`config.mk`:
```
export PLATFORM = sky130hd
export DESIGN_NAME = ec_host_port
export DESIGN_NICKNAME = d
export VERILOG_FILES = /design/src/rtl/ec_host_pkg.sv /design/src/rtl/ec_regfile.sv /design/src/rtl/ec_flags.sv /design/src/rtl/ec_cmd_seq.sv /design/src/rtl/ec_host_port.sv
export SDC_FILE = /design/constraint.sdc
export NUM_CORES = 2
export LEC_CHECK = 0
export ABC_AREA = 1
export BUFFER_PORTS_ARGS = -buffer_cell sky130_fd_sc_hd__buf_2
export CELL_PAD_IN_SITES_DETAIL_PLACEMENT = 1
export CELL_PAD_IN_SITES_GLOBAL_PLACEMENT = 1
export CORE_MARGIN = 2
export CORE_UTILIZATION = 50
export DETAILED_ROUTE_END_ITERATION = 8
export GPL_TIMING_DRIVEN = 0
export PLACE_DENSITY_LB_ADDON = 0.1
export RECOVER_POWER = 25
export SKIP_LAST_GASP = 1
export SLEW_MARGIN = 5
export SYNTH_ARGS = -nofsm -noshare
export SYNTH_HDL_FRONTEND = slang
export SYNTH_HIERARCHICAL = 1
export SYNTH_SLANG_ARGS = --single-unit
```
`constraint.sdc`:
```
create_clock -name clk -period 6.01 [get_ports clk]
set_clock_uncertainty 0.2 [all_clocks]
set_input_delay 1.202 -clock clk [delete_from_list [all_inputs] [get_ports clk]]
set_output_delay 1.202 -clock clk [all_outputs]
set_load 0.01 [all_outputs]
```
`src/rtl/ec_host_pkg.sv`:
```
package ec_host_pkg;

  localparam logic [7:0] CMD_READ  = 8'h80;
  localparam logic [7:0] CMD_WRITE = 8'h81;
  localparam logic [7:0] CMD_BURST = 8'h82;

  localparam int ST_OBF   = 0;
  localparam int ST_IBF   = 1;
  localparam int ST_CMD   = 3;
  localparam int ST_BURST = 4;

  typedef enum logic [1:0] {
    SEQ_IDLE,
    SEQ_RD_ADDR,
    SEQ_WR_ADDR,
    SEQ_WR_DATA
  } seq_state_t;

endpackage

```
`src/rtl/ec_regfile.sv`:
```
module ec_regfile #(
  parameter int ADDR_W = 8,
  parameter int DATA_W = 8
) (
  input  logic              clk,
  input  logic              we,
  input  logic              re,
  input  logic [ADDR_W-1:0] addr,
  input  logic [DATA_W-1:0] wdata,
  output logic [DATA_W-1:0] rdata
);

  localparam int DEPTH = 1 << ADDR_W;

  logic [DATA_W-1:0] mem [DEPTH];

  // single port, registered read: maps onto block RAM
  always_ff @(posedge clk) begin
    if (we) mem[addr] <= wdata;
    if (re) rdata <= mem[addr];
  end

endmodule

```
`src/rtl/ec_flags.sv`:
```
module ec_flags
  import ec_host_pkg::*;
#(
  parameter int DATA_W         = 8,
  parameter int CONSUME_CYCLES = 3
) (
  input  logic              clk,
  input  logic              rst,
  input  logic              host_wr,
  input  logic              host_cmd,
  input  logic [DATA_W-1:0] host_wdata,
  input  logic              host_rd_data,
  input  logic              load_out,
  input  logic [DATA_W-1:0] load_val,
  input  logic              seq_evt,
  input  logic              burst_active,
  output logic              consume,
  output logic [DATA_W-1:0] in_byte,
  output logic              in_is_cmd,
  output logic [DATA_W-1:0] out_byte,
  output logic              ibf,
  output logic              obf,
  output logic              irq,
  output logic [DATA_W-1:0] status
);

  localparam int CNT_W = (CONSUME_CYCLES > 1) ? $clog2(CONSUME_CYCLES) : 1;

  logic accept;
  assign accept = host_wr && !ibf;

  generate
    if (CONSUME_CYCLES <= 1) begin : g_fast
      assign consume = ibf;
    end else begin : g_count
      logic [CNT_W-1:0] cnt;
      always_ff @(posedge clk) begin
        if (rst)         cnt <= '0;
        else if (accept) cnt <= CNT_W'(CONSUME_CYCLES - 1);
        else if (ibf && cnt != '0) cnt <= cnt - 1'b1;
      end
      assign consume = ibf && (cnt == '0);
    end
  endgenerate

  always_ff @(posedge clk) begin
    if (rst) begin
      ibf       <= 1'b0;
      obf       <= 1'b0;
      in_byte   <= '0;
      in_is_cmd <= 1'b0;
      out_byte  <= '0;
      irq       <= 1'b0;
    end else begin
      if (accept) begin
        ibf       <= 1'b1;
        in_byte   <= host_wdata;
        in_is_cmd <= host_cmd;
      end else if (consume) begin
        ibf <= 1'b0;
      end
      if (load_out) begin
        obf      <= 1'b1;
        out_byte <= load_val;
      end else if (host_rd_data) begin
        obf <= 1'b0;
      end
      irq <= (consume && seq_evt) || (load_out && !obf);
    end
  end

  always_comb begin
    status           = '0;
    status[ST_OBF]   = obf;
    status[ST_IBF]   = ibf;
    status[ST_CMD]   = in_is_cmd;
    status[ST_BURST] = burst_active;
  end

  AST_WR_SETS_IBF: assert property (@(posedge clk) disable iff (rst)
    (host_wr && !ibf) |=> (ibf && in_is_cmd == $past(host_cmd)));
  AST_IBF_HOLDS: assert property (@(posedge clk) disable iff (rst)
    (ibf && !consume) |=> ibf);
  AST_OBF_CLEARS: assert property (@(posedge clk) disable iff (rst)
    (host_rd_data && !load_out) |=> !obf);
  AST_IRQ_CAUSE: assert property (@(posedge clk) disable iff (rst)
    irq |-> ($fell(ibf) || $rose(obf)));

endmodule

```
`src/rtl/ec_cmd_seq.sv`:
```
module ec_cmd_seq
  import ec_host_pkg::*;
#(
  parameter int ADDR_W = 8,
  parameter int DATA_W = 8
) (
  input  logic              clk,
  input  logic              rst,
  input  logic              consume,
  input  logic [DATA_W-1:0] in_byte,
  input  logic              in_is_cmd,
  output logic              mem_re,
  output logic              mem_we,
  output logic [ADDR_W-1:0] mem_addr,
  output logic [DATA_W-1:0] mem_wdata,
  output logic              seq_evt,
  output logic              rd_done,
  output logic              burst_req
);

  seq_state_t        state;
  logic [ADDR_W-1:0] addr_q;
  logic              is_rd_cmd, is_wr_cmd, is_burst_cmd;

  assign is_rd_cmd    = (in_byte[7:0] == CMD_READ);
  assign is_wr_cmd    = (in_byte[7:0] == CMD_WRITE);
  assign is_burst_cmd = (in_byte[7:0] == CMD_BURST);

  always_comb begin
    mem_re    = consume && !in_is_cmd && (state == SEQ_RD_ADDR);
    mem_we    = consume && !in_is_cmd && (state == SEQ_WR_DATA);
    mem_addr  = (state == SEQ_WR_DATA) ? addr_q : in_byte[ADDR_W-1:0];
    mem_wdata = in_byte;
    if (in_is_cmd) seq_evt = consume && (is_rd_cmd || is_wr_cmd);
    else           seq_evt = consume && (state != SEQ_IDLE);
  end

  always_ff @(posedge clk) begin
    if (rst) begin
      state     <= SEQ_IDLE;
      addr_q    <= '0;
      rd_done   <= 1'b0;
      burst_req <= 1'b0;
    end else begin
      rd_done   <= mem_re;
      burst_req <= consume && in_is_cmd && is_burst_cmd;
      if (consume) begin
        if (in_is_cmd) begin
          if (is_rd_cmd)      state <= SEQ_RD_ADDR;
          else if (is_wr_cmd) state <= SEQ_WR_ADDR;
          else                state <= SEQ_IDLE;
        end else begin
          case (state)
            SEQ_RD_ADDR: state <= SEQ_IDLE;
            SEQ_WR_ADDR: begin
              addr_q <= in_byte[ADDR_W-1:0];
              state  <= SEQ_WR_DATA;
            end
            SEQ_WR_DATA: state <= SEQ_IDLE;
            default:     state <= SEQ_IDLE;
          endcase
        end
      end
    end
  end

  AST_MEM_EXCL: assert property (@(posedge clk) disable iff (rst)
    !(mem_re && mem_we));
  AST_BURST_PULSE: assert property (@(posedge clk) disable iff (rst)
    burst_req |=> !burst_req);
  AST_CMD_RESTART: assert property (@(posedge clk) disable iff (rst)
    (consume && in_is_cmd) |=> (state != SEQ_WR_DATA));

endmodule

```
`src/rtl/ec_host_port.sv`:
```
module ec_host_port
  import ec_host_pkg::*;
#(
  parameter int ADDR_W         = 8,
  parameter int DATA_W         = 8,
  parameter int CONSUME_CYCLES = 3
) (
  input  logic              clk,
  input  logic              rst,
  input  logic              hsel,
  input  logic              hwr,
  input  logic              hrd,
  input  logic              hcmd,
  input  logic [DATA_W-1:0] hwdata,
  output logic [DATA_W-1:0] hrdata,
  output logic              irq,
  output logic              burst_req,
  input  logic              burst_active
);

  logic              host_wr, host_rd, host_rd_data;
  logic              consume, in_is_cmd, ibf, obf, seq_evt, rd_done;
  logic              mem_re, mem_we;
  logic [ADDR_W-1:0] mem_addr;
  logic [DATA_W-1:0] in_byte, out_byte, status, mem_wdata, mem_rdata;

  assign host_wr      = hsel && hwr;
  assign host_rd      = hsel && hrd;
  assign host_rd_data = host_rd && !hcmd;

  ec_flags #(.DATA_W(DATA_W), .CONSUME_CYCLES(CONSUME_CYCLES)) u_flags (
    .clk(clk), .rst(rst),
    .host_wr(host_wr), .host_cmd(hcmd), .host_wdata(hwdata),
    .host_rd_data(host_rd_data),
    .load_out(rd_done), .load_val(mem_rdata),
    .seq_evt(seq_evt), .burst_active(burst_active),
    .consume(consume), .in_byte(in_byte), .in_is_cmd(in_is_cmd),
    .out_byte(out_byte), .ibf(ibf), .obf(obf), .irq(irq), .status(status)
  );

  ec_cmd_seq #(.ADDR_W(ADDR_W), .DATA_W(DATA_W)) u_seq (
    .clk(clk), .rst(rst),
    .consume(consume), .in_byte(in_byte), .in_is_cmd(in_is_cmd),
    .mem_re(mem_re), .mem_we(mem_we), .mem_addr(mem_addr),
    .mem_wdata(mem_wdata), .seq_evt(seq_evt),
    .rd_done(rd_done), .burst_req(burst_req)
  );

  ec_regfile #(.ADDR_W(ADDR_W), .DATA_W(DATA_W)) u_mem (
    .clk(clk), .we(mem_we), .re(mem_re), .addr(mem_addr),
    .wdata(mem_wdata), .rdata(mem_rdata)
  );

  always_ff @(posedge clk) begin
    if (rst)          hrdata <= '0;
    else if (host_rd) hrdata <= hcmd ? status : out_byte;
  end

  AST_OBF_AFTER_FETCH: assert property (@(posedge clk) disable iff (rst)
    $rose(obf) |-> $past(mem_re, 2));
  AST_HRDATA_HOLD: assert property (@(posedge clk) disable iff (rst)
    !host_rd |=> $stable(hrdata));

endmodule

```
Word-level counts from Yosys, hierarchy flattened

Memories as Yosys holds them, arrays and structs flattened. A register that Yosys moved wholly into a read port is not among the register bits.
Cells that the tools add are included.

$add $sub $neg: 1
Multiplexer cells: 15
Bitwise logic cells: 1
Reductions and logical operators: 29
Equality and inequality tests: 6

Operators with widths:

| operator              | count |
|---|---|
| $eq A8 B8 Y1 const B  | 3 |
| $mux W8               | 2 |
| $logic_and A1 B1 Y1   | 15 |
| $mux W2               | 6 |
| $reduce_bool A2 Y1    | 5 |
| $mux W1               | 7 |
| $eq A2 B2 Y1 const B  | 2 |
| $logic_not A1 Y1      | 4 |
| $reduce_and A3 Y1     | 1 |
| $eq A2 B1 Y1 const B  | 1 |
| $logic_not A2 Y1      | 1 |
| $logic_or A1 B1 Y1    | 2 |
| $reduce_or A2 Y1      | 1 |
| $sub A2 B1 Y2 const B | 1 |
| $not A1 Y1            | 1 |

Bits in writable memories: 2048
Memories kept: 1
Logic and storage cells: 66
Bits in registers: 42
Bits of input ports: 15

Memory list:

| name      | words | bits a word | read ports | clocked after memory_dff | wr ports | RTL line         | text |
|---|---|---|---|---|---|---|---|
| u_mem.mem | 256   | 8           | 1          | 1                        | 1        | ec_regfile.sv:15 | `logic [DATA_W-1:0] mem [DEPTH];` |

Depth between registers and ports, before layout

Word-level depth: 6
Gate-level depth with buffers: 19
Mapped depth without buffers: 16

Modules after synthesis

The synthesis kept the hierarchy.

Modules (own cells, without submodules):

| module       | cells an instance | instances | area an instance (um^2) |
|---|---|---|---|
| ec_regfile   | 8021              | 1         | 84936.5 |
| ec_flags     | 119               | 1         | 985.9 |
| ec_cmd_seq   | 100               | 1         | 664.4 |
| ec_host_port | 72                | 1         | 445.4 |

Least setup slack after synthesis

OpenSTA, ideal clock, no wires.

Path kind: register to register
Start: reg u_seq.state[1]
End: mem u_mem.mem[101][0] (enable)
Stages on the path, launching flop included: 14
Setup time: 0.370 ns
Data arrival time: 2.417 ns
Setup slack: 3.023 ns
Period minus slack after synthesis: 2.987 ns
Data required time: 5.440 ns
Cell sequence: dfxtp_1 nand2_1 buf_2 a21oi_1 inv_2 buf_2 buf_6 buf_2 nor2_1 inv_1 nor2_1 nand2_1 buf_2 nor2_1

Elaborated cells on any way between the ends: 5
Classes of those cells: eq/ne: 1; mux: 3; reduce/logical: 1

RTL lines:

| element                | RTL line           | text |
|---|---|---|
| start, declared        | ec_cmd_seq.sv:21   | `seq_state_t state;` |
| start signal, assigned | ec_cmd_seq.sv:40   | `state <= SEQ_IDLE;` |
| start signal, assigned | ec_cmd_seq.sv:49   | `if (is_rd_cmd) state <= SEQ_RD_ADDR;` |
| start signal, assigned | ec_cmd_seq.sv:50   | `else if (is_wr_cmd) state <= SEQ_WR_ADDR;` |
| $eq A2 B2 Y1           | ec_cmd_seq.sv:32   | `mem_addr = (state == SEQ_WR_DATA) ? addr_q : in_byte[ADDR_W-1:0];` |
| $mux W8                | ec_cmd_seq.sv:32   |  |
| via mem_addr[0]        | ec_host_port.sv:24 | `logic [ADDR_W-1:0] mem_addr;` |
| end, declared          | ec_regfile.sv:15   |  |

The timed path passes the listed nets, and every way through them passes these cells.

Final worst setup path

Start: reg u_seq.state[1]
End: mem u_mem.mem[229][1] (enable)

The elaborated chain is that of the path after synthesis.

==> flow_metrics.env <==
export IMPL_worst_setup_path_end_kind="flop"
export IMPL_clkTransAtPathRegs_ns=0.06
export IMPL_avgRoutedWirePerCell_um=27.3
export IMPL_slowest_stage="nor2_1"
export IMPL_drc=0
export IMPL_drive_gt1_share_pct=6.63
export IMPL_die_y_um=421
export IMPL_drt_initial_drc_count=6620
export IMPL_synth_distinct_cells=32
export IMPL_arrival_ns=5.60
export IMPL_nNetsFinal=8588
export IMPL_die_w_um=421
export IMPL_drv_slew=451
export IMPL_ctsLongestPathBuffers=3
export IMPL_pwr_density_cell_mw_per_mm2=328
export IMPL_die_area_mm2=0.177
export IMPL_setup_ws_ns=0.691
export IMPL_crit_fanout=10
export IMPL_synthArstFlopShare_pct=0
export IMPL_ir_drop_mv=0.326
export IMPL_place_hpwl_mm=208
export IMPL_final_core_util_pct=56.0
export IMPL_grt_total_usage_pct=33.8
export IMPL_cts_resized=0
export IMPL_firstDrtPassIters=9
export IMPL_placed_cell_area_mm2=0.0906
export IMPL_cp_required_ns=6.29
export IMPL_path_delay_family="buffers and inverters"
export IMPL_finalSetupTns_ns=0
export IMPL_final_area_mm2=0.0972
export IMPL_power_mw=31.9
export IMPL_grt_pass1_wl_mm=434
export IMPL_whs_ns=0.263
export IMPL_period_needed_ns=5.32
export IMPL_num_vias=62547
export IMPL_synthesis_yosys_warnings=6
export IMPL_ff2ff_path_depth=13
export IMPL_hold_viol=0
export IMPL_max_clock_freq_ghz=0.188
export IMPL_tightest_slew_ns=4.42
export IMPL_final_common_cell="nand2_1"
export IMPL_mostFrequentLayoutCells="4,830 x nand2_1, 2,056 x edfxtp_1, 409 x nor2_1"
export IMPL_rsz0062_at_grt="false"
export IMPL_ys_flop_type="edfxtp_1"
export IMPL_slew_headroom_pct=-194
export IMPL_syn_area_mm2=0.0870
export IMPL_min_delay_path_class="flop to flop"
export IMPL_core_mm2=0.173
export IMPL_final_cells=11075
export IMPL_ant_nets=0
export IMPL_min_delay_path_depth=2
export IMPL_pre_cts_ws_ns=0.894
export IMPL_place_gp_congestion=1.01
export IMPL_h_tree_depth=4
export IMPL_max_cap_violations=8
export IMPL_grt_pass1_vias=63235
export IMPL_clk_latency_ns=0.88
export IMPL_ys_seq_area_share_pct=71.9
export IMPL_place_inst=10679
export IMPL_cts_tree="done"
export IMPL_grt_max_degree=115
export IMPL_synth_edf_count=2056
export IMPL_io_pin_count=25
export IMPL_synth_seq_cells=2098
export IMPL_setup_violations=0
export IMPL_cp_buffers_inverters=7
export IMPL_violations="capacitance limit, slew limit"
export IMPL_synthCells=8312
export IMPL_syn_to_final_growth_pct=11.7
export IMPL_start_kind="flop"
export IMPL_antenna_found_initial=20
export IMPL_worst_path_largest_cell_delay_ns=0.79
export IMPL_path_cells="nand2_1, buf_2, a21oi_1, inv_2, buf_2, buf_6, buf_2, nor2_1, inv_1, nor2_1, nand2_1, buf_2, nor2_1"
export IMPL_clockRootBuffer="clkbuf_16"
export IMPL_overflow=0
export IMPL_postSynthAreaPerCell_um2=10.5
export IMPL_status="finished, violations left"
export IMPL_start_util_pct=50.2
export IMPL_vias_per_cell=5.65
export IMPL_cts_made_buffers=215
export IMPL_crit_top_cell="buf_2"
export IMPL_io_buffers=23
export IMPL_worstSetupPathDepth=13
export IMPL_routed_wl_mm=303
export IMPL_p_leak_nw=38.9
export IMPL_post_cts_buffers=0
export IMPL_period_share_pct=88.5
export IMPL_num_fill_cells=18756
export IMPL_num_rows=153
export IMPL_cts_sinks=2098
export IMPL_crit_type="flop to flop"
export IMPL_ctsHoldBuffers=0
[Yosys cell counts (2+ instances only)]
cell type     n  area, um^2
nor2_1      407        1530
buf_4        23         173
clkbuf_1    171         642
o21ai_2       9        78.8
ha_1          2        25.0
inv_1        58         218
nor2_2       10        62.6
edfxtp_1   2056       61700
o21ai_1     120         601
clkinv_1      8        30.0
inv_2         4        15.0
mux2_2        3        33.8
inv_4         2        12.5
nand2_1    4829       18100
nand4_1       2        12.5
buf_6         9         101
buf_2       184         921
nand3_1     201        1010
o21ai_0      50         250
a21oi_1      56         280
buf_1        53         199
nand2_4       4        45.0
dfxtp_1      42         841
[worst reg2reg max path: stages (launching register included)]
cell     delay, ns
dfxtp_1       0.44
nand2_1       0.19
buf_2         0.23
a21oi_1       0.55
inv_2         0.29
buf_2         0.32
buf_6         0.21
buf_2         0.27
nor2_1        0.17
inv_1         0.16
nor2_1        0.22
nand2_1       0.36
buf_2         0.53
nor2_1        0.81
[layout make-up]
cell class,instances,area [um^2],share of cell area [%]
Clock inverter,125,1020,1.05
Buffer,441,2020,2.08
Tap cell,2325,2910,2.99
Timing Repair Buffer,39,553,0.569
Antenna cell,4,10.0,0.0103
Sequential cell,2098,62600,64.4
Inverter,74,289,0.297
Clock buffer,267,5750,5.92
Multi-Input combinational cell,5702,22100,22.7
[where the power goes]
part	internal, mW	leakage (nW)	switching, mW
sequential	16.2	19.2	0.00826
clock	7.29	3.35	5.73
combinational	0.529	16.3	2.15
[flip-flops by register name, summed over array words and instances (netlist names), 2 cells and up]
register,count
u_mem/rdata,8
u_seq/state,2
u_flags/g_count.cnt,2
hrdata,8
u_seq/addr_q,8
u_flags/out_byte,8
u_flags/in_byte,8
u_mem/mem,2048
[cells by family after synthesis]
group	Yosys count	share of synthesized area, %
AND/OR/NAND/NOR	5457	23.9
flip-flops	2098	71.9
buffers and inverters	515	2.70
AO/OA/AOI/OAI	235	1.39
multiplexers	3	0.0388
adder cells (fa/ha/maj)	2	0.0287
other	1	0.00431
XOR/XNOR	1	0.0101
[routing by layer]
layer	track usage, %	vias up	wire length [um]
li1	-	27756	-
met1	45.2	31629	121000
met2	53.6	2553	140000
met3	6.52	599	25800
met4	15.6	10	15600
met5	0	-	79
[path summary, 6_finish.rpt]
| check | slack (ns) | from | end |
|---|---|---|---|
| worst max-delay path | 0.69 | u_seq/state[1]$_SDFFE_PP0P_ | u_mem/mem[229][1]$_DFFE_PP_ |
| worst min-delay path | 0.26 | u_seq/addr_q[4]$_SDFFE_PP0P_ | u_seq/addr_q[4]$_SDFFE_PP0P_ |
| worst max register to register | 0.69 | u_seq/state[1]$_SDFFE_PP0P_ | u_mem/mem[229][1]$_DFFE_PP_ |
| worst min register to register | 0.26 | u_seq/addr_q[4]$_SDFFE_PP0P_ | u_seq/addr_q[4]$_SDFFE_PP0P_ |
No activity file was read; power rests on OpenSTA's default activity.
